File: config.mk
export PLATFORM = sky130hd
export DESIGN_NAME = serdac_frontend
export DESIGN_NICKNAME = d
export VERILOG_FILES = /design/src/rtl/serdac_pkg.sv /design/src/rtl/serdac_insync.sv /design/src/rtl/serdac_framer.sv /design/src/rtl/serdac_latch.sv /design/src/rtl/serdac_frontend.sv
export SDC_FILE = /design/constraint.sdc
export NUM_CORES = 1
export LEC_CHECK = 0
export BUFFER_PORTS_ARGS = -buffer_cell sky130_fd_sc_hd__buf_4
export CAP_MARGIN = 0
export CORE_ASPECT_RATIO = 0.75
export CORE_UTILIZATION = 30
export CTS_BUF_LIST = sky130_fd_sc_hd__clkbuf_2 sky130_fd_sc_hd__clkbuf_4 sky130_fd_sc_hd__clkbuf_8
export CTS_CLUSTER_DIAMETER = 80
export DETAILED_ROUTE_END_ITERATION = 10
export PLACE_DENSITY_LB_ADDON = 0.05
export SLEW_MARGIN = 20
export SYNTH_ARGS = -nofsm -noshare
export SYNTH_HDL_FRONTEND = slang
export SYNTH_HIERARCHICAL = 1
export SYNTH_SLANG_ARGS = --single-unit
export TNS_END_PERCENT = 1
File: constraint.sdc
create_clock -name clk -period 5.27 [get_ports clk]
set_clock_uncertainty 0.1 [all_clocks]
set_input_delay 0.2635 -clock clk [delete_from_list [all_inputs] [get_ports clk]]
set_output_delay 0.2635 -clock clk [all_outputs]
set_load 0.005 [all_outputs]
File: src/rtl/serdac_pkg.sv
package serdac_pkg;

    typedef enum logic {
        FR_IDLE  = 1'b0,
        FR_SHIFT = 1'b1
    } frame_st_t;

    typedef enum logic {
        LT_EMPTY   = 1'b0,
        LT_PENDING = 1'b1
    } latch_st_t;

    // Bit positions of the synchronized input bundle
    localparam int IDX_SEL    = 0;
    localparam int IDX_SCK    = 1;
    localparam int IDX_SDI    = 2;
    localparam int IDX_STROBE = 3;
    localparam int IDX_MODE   = 4;
    localparam int N_INPUTS   = 5;

endpackage

File: src/rtl/serdac_insync.sv
module serdac_insync #(
    parameter int              W       = 5,
    parameter int              STAGES  = 2,
    parameter logic [W-1:0]    RST_VAL = '0
) (
    input  logic         clk,
    input  logic         rst_n,
    input  logic [W-1:0] async_in,
    output logic [W-1:0] lvl,
    output logic [W-1:0] rise,
    output logic [W-1:0] fall
);

    logic [W-1:0] stage_q [STAGES];
    logic [W-1:0] prev_q;

    genvar g;
    generate
        for (g = 0; g < STAGES; g++) begin : g_stage
            if (g == 0) begin : g_first
                always_ff @(posedge clk or negedge rst_n) begin
                    if (!rst_n) stage_q[g] <= RST_VAL;
                    else        stage_q[g] <= async_in;
                end
            end else begin : g_next
                always_ff @(posedge clk or negedge rst_n) begin
                    if (!rst_n) stage_q[g] <= RST_VAL;
                    else        stage_q[g] <= stage_q[g-1];
                end
            end
        end
    endgenerate

    always_ff @(posedge clk or negedge rst_n) begin
        if (!rst_n) prev_q <= RST_VAL;
        else        prev_q <= stage_q[STAGES-1];
    end

    assign lvl  = stage_q[STAGES-1];
    assign rise = stage_q[STAGES-1] & ~prev_q;
    assign fall = ~stage_q[STAGES-1] & prev_q;

endmodule

File: src/rtl/serdac_framer.sv
module serdac_framer
    import serdac_pkg::*;
#(
    parameter int DATA_W = 16
) (
    input  logic              clk,
    input  logic              rst_n,
    input  logic              sel_fall,
    input  logic              sel_rise,
    input  logic              sck_rise,
    input  logic              sdi_lvl,
    input  logic              mode_lvl,
    output logic              word_done,
    output logic [DATA_W-1:0] word_data,
    output logic              word_mode,
    output logic              short_err
);

    localparam int CNT_W = $clog2(DATA_W + 1);
    localparam logic [CNT_W-1:0] FULL = CNT_W'(DATA_W);

    frame_st_t         state_q, state_d;
    logic [DATA_W-1:0] shreg_q;
    logic [CNT_W-1:0]  cnt_q;
    logic              mode_frz_q;

    always_ff @(posedge clk or negedge rst_n) begin
        if (!rst_n) state_q <= FR_IDLE;
        else        state_q <= state_d;
    end

    always_comb begin
        state_d = state_q;
        unique case (state_q)
            FR_IDLE:  if (sel_fall) state_d = FR_SHIFT;
            FR_SHIFT: if (sel_rise) state_d = FR_IDLE;
        endcase
    end

    always_ff @(posedge clk or negedge rst_n) begin
        if (!rst_n) begin
            shreg_q    <= '0;
            cnt_q      <= '0;
            mode_frz_q <= 1'b0;
            word_done  <= 1'b0;
            word_data  <= '0;
            word_mode  <= 1'b0;
            short_err  <= 1'b0;
        end else begin
            word_done <= 1'b0;
            short_err <= 1'b0;
            unique case (state_q)
                FR_IDLE: begin
                    mode_frz_q <= mode_lvl;
                    if (sel_fall) cnt_q <= '0;
                end
                FR_SHIFT: begin
                    if (sck_rise) begin
                        shreg_q <= {shreg_q[DATA_W-2:0], sdi_lvl};
                        if (cnt_q != FULL) cnt_q <= cnt_q + 1'b1;
                    end
                    if (sel_rise) begin
                        if (cnt_q == FULL) begin
                            word_done <= 1'b1;
                            word_data <= shreg_q;
                            word_mode <= mode_frz_q;
                        end else begin
                            short_err <= 1'b1;
                        end
                    end
                end
            endcase
        end
    end

    assert_done_err_excl_R3: assert property (@(posedge clk) disable iff (!rst_n)
        !(word_done && short_err));

    assert_cnt_bound_R4: assert property (@(posedge clk) disable iff (!rst_n)
        cnt_q <= FULL);

    assert_done_closes_frame_R2: assert property (@(posedge clk) disable iff (!rst_n)
        (word_done || short_err) |-> (state_q == FR_IDLE && $past(state_q) == FR_SHIFT));

    assert_idle_no_shift_R10: assert property (@(posedge clk) disable iff (!rst_n)
        (state_q == FR_IDLE && !sel_fall) |=> $stable(cnt_q));

endmodule

File: src/rtl/serdac_latch.sv
module serdac_latch
    import serdac_pkg::*;
#(
    parameter int DATA_W = 16
) (
    input  logic              clk,
    input  logic              rst_n,
    input  logic              word_done,
    input  logic [DATA_W-1:0] word_data,
    input  logic              word_mode,
    input  logic              strobe_fall,
    output logic [DATA_W-1:0] code_q,
    output logic              update_q
);

    latch_st_t         state_q, state_d;
    logic [DATA_W-1:0] pend_q;

    always_ff @(posedge clk or negedge rst_n) begin
        if (!rst_n) state_q <= LT_EMPTY;
        else        state_q <= state_d;
    end

    always_comb begin
        state_d = state_q;
        unique case (state_q)
            LT_EMPTY:
                if (word_done && word_mode) state_d = LT_PENDING;
            LT_PENDING:
                if (word_done)        state_d = word_mode ? LT_PENDING : LT_EMPTY;
                else if (strobe_fall) state_d = LT_EMPTY;
        endcase
    end

    always_ff @(posedge clk or negedge rst_n) begin
        if (!rst_n) begin
            code_q   <= '0;
            pend_q   <= '0;
            update_q <= 1'b0;
        end else begin
            update_q <= 1'b0;
            unique case (state_q)
                LT_EMPTY: begin
                    if (word_done) begin
                        if (word_mode) begin
                            pend_q <= word_data;
                        end else begin
                            code_q   <= word_data;
                            update_q <= 1'b1;
                        end
                    end
                end
                LT_PENDING: begin
                    if (word_done) begin
                        if (word_mode) begin
                            pend_q <= word_data;
                        end else begin
                            code_q   <= word_data;
                            update_q <= 1'b1;
                        end
                    end else if (strobe_fall) begin
                        code_q   <= pend_q;
                        update_q <= 1'b1;
                    end
                end
            endcase
        end
    end

    assert_update_single_R7: assert property (@(posedge clk) disable iff (!rst_n)
        update_q |=> !update_q);

    assert_code_moves_with_update_R7: assert property (@(posedge clk) disable iff (!rst_n)
        !$stable(code_q) |-> update_q);

    assert_empty_strobe_ignored_R6: assert property (@(posedge clk) disable iff (!rst_n)
        (state_q == LT_EMPTY && strobe_fall && !word_done) |=> !update_q);

    assert_wait_for_strobe_R5: assert property (@(posedge clk) disable iff (!rst_n)
        (word_done && word_mode) |=> !update_q);

endmodule

File: src/rtl/serdac_frontend.sv
module serdac_frontend
    import serdac_pkg::*;
#(
    parameter int DATA_W      = 16,
    parameter int SYNC_STAGES = 2
) (
    input  logic              clk,
    input  logic              rst_n,
    input  logic              sel_n,
    input  logic              sck,
    input  logic              sdi,
    input  logic              strobe_n,
    input  logic              four_wire,
    output logic [DATA_W-1:0] dac_code,
    output logic              code_update,
    output logic              frame_short
);

    // Idle levels: select and strobe released high, others low
    localparam logic [N_INPUTS-1:0] IDLE_LVL =
        N_INPUTS'((1 << IDX_SEL) | (1 << IDX_STROBE));

    logic [N_INPUTS-1:0] raw, lvl, rise, fall;
    logic                done;
    logic [DATA_W-1:0]   word;
    logic                wmode;

    always_comb begin
        raw             = '0;
        raw[IDX_SEL]    = sel_n;
        raw[IDX_SCK]    = sck;
        raw[IDX_SDI]    = sdi;
        raw[IDX_STROBE] = strobe_n;
        raw[IDX_MODE]   = four_wire;
    end

    serdac_insync #(
        .W       (N_INPUTS),
        .STAGES  (SYNC_STAGES),
        .RST_VAL (IDLE_LVL)
    ) u_sync (
        .clk      (clk),
        .rst_n    (rst_n),
        .async_in (raw),
        .lvl      (lvl),
        .rise     (rise),
        .fall     (fall)
    );

    serdac_framer #(.DATA_W(DATA_W)) u_framer (
        .clk       (clk),
        .rst_n     (rst_n),
        .sel_fall  (fall[IDX_SEL]),
        .sel_rise  (rise[IDX_SEL]),
        .sck_rise  (rise[IDX_SCK]),
        .sdi_lvl   (lvl[IDX_SDI]),
        .mode_lvl  (lvl[IDX_MODE]),
        .word_done (done),
        .word_data (word),
        .word_mode (wmode),
        .short_err (frame_short)
    );

    serdac_latch #(.DATA_W(DATA_W)) u_latch (
        .clk         (clk),
        .rst_n       (rst_n),
        .word_done   (done),
        .word_data   (word),
        .word_mode   (wmode),
        .strobe_fall (fall[IDX_STROBE]),
        .code_q      (dac_code),
        .update_q    (code_update)
    );

    assert_reset_zero_R1: assert property (@(posedge clk)
        $rose(rst_n) |-> (dac_code == '0 && !code_update && !frame_short));

    assert_short_no_update_R3: assert property (@(posedge clk) disable iff (!rst_n)
        frame_short |=> !code_update);

endmodule

==> run summary <==
status - finished clean
DRC viols - 0
CTS tree - built
Setup TNS - 0 ns
n_diodes - 0
IO Pins - 25
Worst EP required - 5.42 ns
Cells after Synth - 262
Syn Nets - 271
layout cells sized above 1 - 0.427
number of global-route vias before repair - 2219
Die Ht - 99.7 µm
Post-Layout Cell Count - 459
Mean Syn Cell Area - 14.6 µm²
vias per inst - 4.49
Die ar. - 0.0132 mm²
area of the core - 0.0123 mm²
WS Path Type - reg -> reg
largest net degree at the start of global routing - 53
wire per inst - 15.3 µm
first-pass GRT wire length - 12100 µm
leak pwr - 0.00204 µW
Crit Path Max Fanout - 22
max_slew headroom - 0.314
mapped cell area - 0.00382 mm²
GP Congestion - 0.722
Placed Instances - 437
post-route minimum period - 2.01 ns
Skew-Pair Late Insertion Delay - 0.36 ns
drt first pass iters - 4
final setup violation count - 0
total clock sinks - 89
Final HPWL DP - 4480 µm
DR vias - 2061
Max-Cap Viols - 0
fmax - 497 MHz
CTS Root Cell - clkbuf_8
hold crit path type - reg -> reg
die width - 132 µm
Layout Nets - 297
final WL - 7040 µm
post-cts repair resize count - 0
GRT Total Usage - 0.122
RSZ-0062 raised after global routing - no
Buffers on Ports - 24
Yosys warning total - 6
Final Cycle Share - 0.382
GRT overflow - 0
Layout area overhead - 13.8%
Critical Path Sink Type - flip-flop
Starting Density - 0.309
worst vdd ir - 0.000125 V
Rows - 35
Slew Limit Fails - 0
postcts setup bufs - 0
Clock Tree Buf Depth - 2
Layout fillers - 1237
initial antenna violation count - 0
Final ANT Viol Nets - 0
Clock transition at path regs - 0.09 ns
crit path launch type - flip-flop
H-tree Lvls - 3
Final Hold Viols - 0
Power per Cell Area - 298 mW/mm²
critical path data arrival time - 2.16 ns
hold_buf cts - 6
Worst Max-Slew Pin Slew - 1.03 ns
CTS Buf Count - 9
initial drt markers - 88
critical path, cell delays in order (launching register included):
cell,delay (ns)
dfrtp_1,0.36
and2b_2,0.22
nand2_1,0.48
or4b_1,0.65
o311ai_1,0.10
where the power goes:
| part | internal (µW) | switching, µW |
|---|---|---|
| logic | 46.4 | 42.9 |
| clock network | 199 | 251 |
| registers | 725 | 32.9 |
| total | 970 | 326 |
path summary, 6_finish.rpt:
path	to	startpoint	depth (start not counted)	slack, ns
max in group asynchronous	u_latch/pend_q[2]	rst_n	3	3.69
hold reg to reg	u_sync/lvl[2]	u_sync/stage_q[7]	0	0.26
hold / removal	u_sync/lvl[2]	u_sync/stage_q[7]	0	0.26
min in group asynchronous	u_latch/code_q[10]	rst_n	2	0.31
setup / recovery	u_framer/cnt_q[2]	u_sync/prev_q[1]	4	3.26
setup reg to reg	u_framer/cnt_q[2]	u_sync/prev_q[1]	4	3.26
cell type report:
| type | count | area, µm² | share of cell area |
|---|---|---|---|
| sequential | 89 | 2230 | 0.514 |
| multi-input combinational | 134 | 1370 | 0.316 |
| timing repair buffer | 32 | 255 | 0.0587 |
| tap | 166 | 208 | 0.0478 |
| clock buffer | 11 | 151 | 0.0348 |
| inverter | 22 | 82.6 | 0.0190 |
| clock inverter | 5 | 40.0 | 0.00921 |
layout by cell type (no fill, tap or decap), drive strengths merged, types with 7 or more instances in the layout:
master / count
nor3b: 16
nor4bb: 7
mux2: 50
a311oi: 16
clkbuf: 11
dfrtp: 83
buf: 26
and4bb: 10
inv: 22
per-layer routing:
| metal | track usage | wire, µm | vias up |
|---|---|---|---|
| met5 | 0 | 0 | - |
| met4 | 0.0451 | 95 | 0 |
| met3 | 0.0408 | 244 | 8 |
| met2 | 0.170 | 2880 | 32 |
| met1 | 0.175 | 3820 | 1027 |
| li1 | - | - | 994 |
state kept, by name, indices dropped and copies added (netlist names):
signal,cells
u_framer/word_done,1
u_framer/short_err,1
u_framer/shreg_q,16
u_framer/state_q,1
u_sync/stage_q,5
u_framer/word_data,16
u_sync/prev_q,3
u_framer/mode_frz_q,1
u_framer/word_mode,1
u_latch/state_q,1
u_sync/lvl,5
u_latch/pend_q,16
u_framer/cnt_q,5
u_latch/code_q,16
u_latch/update_q,1
metrics by stage:
step | setup WS, ns | utilization | hold slack, ns | area, µm² | total power [µW]
after floorplan | 3.57 | - | -0.132 | 3820 | 821
after global placement | 3.26 | 0.332 | 0.173 | 4090 | 861
after detailed placement | 3.23 | 0.332 | 0.168 | 4090 | 861
after CTS | 3.20 | 0.352 | 0.259 | 4350 | 1330
after global routing | 3.01 | 0.352 | 0.265 | 4350 | 1370
final | 3.26 | 0.352 | 0.255 | 4350 | 1300
Power figures use the tool's default switching activity.
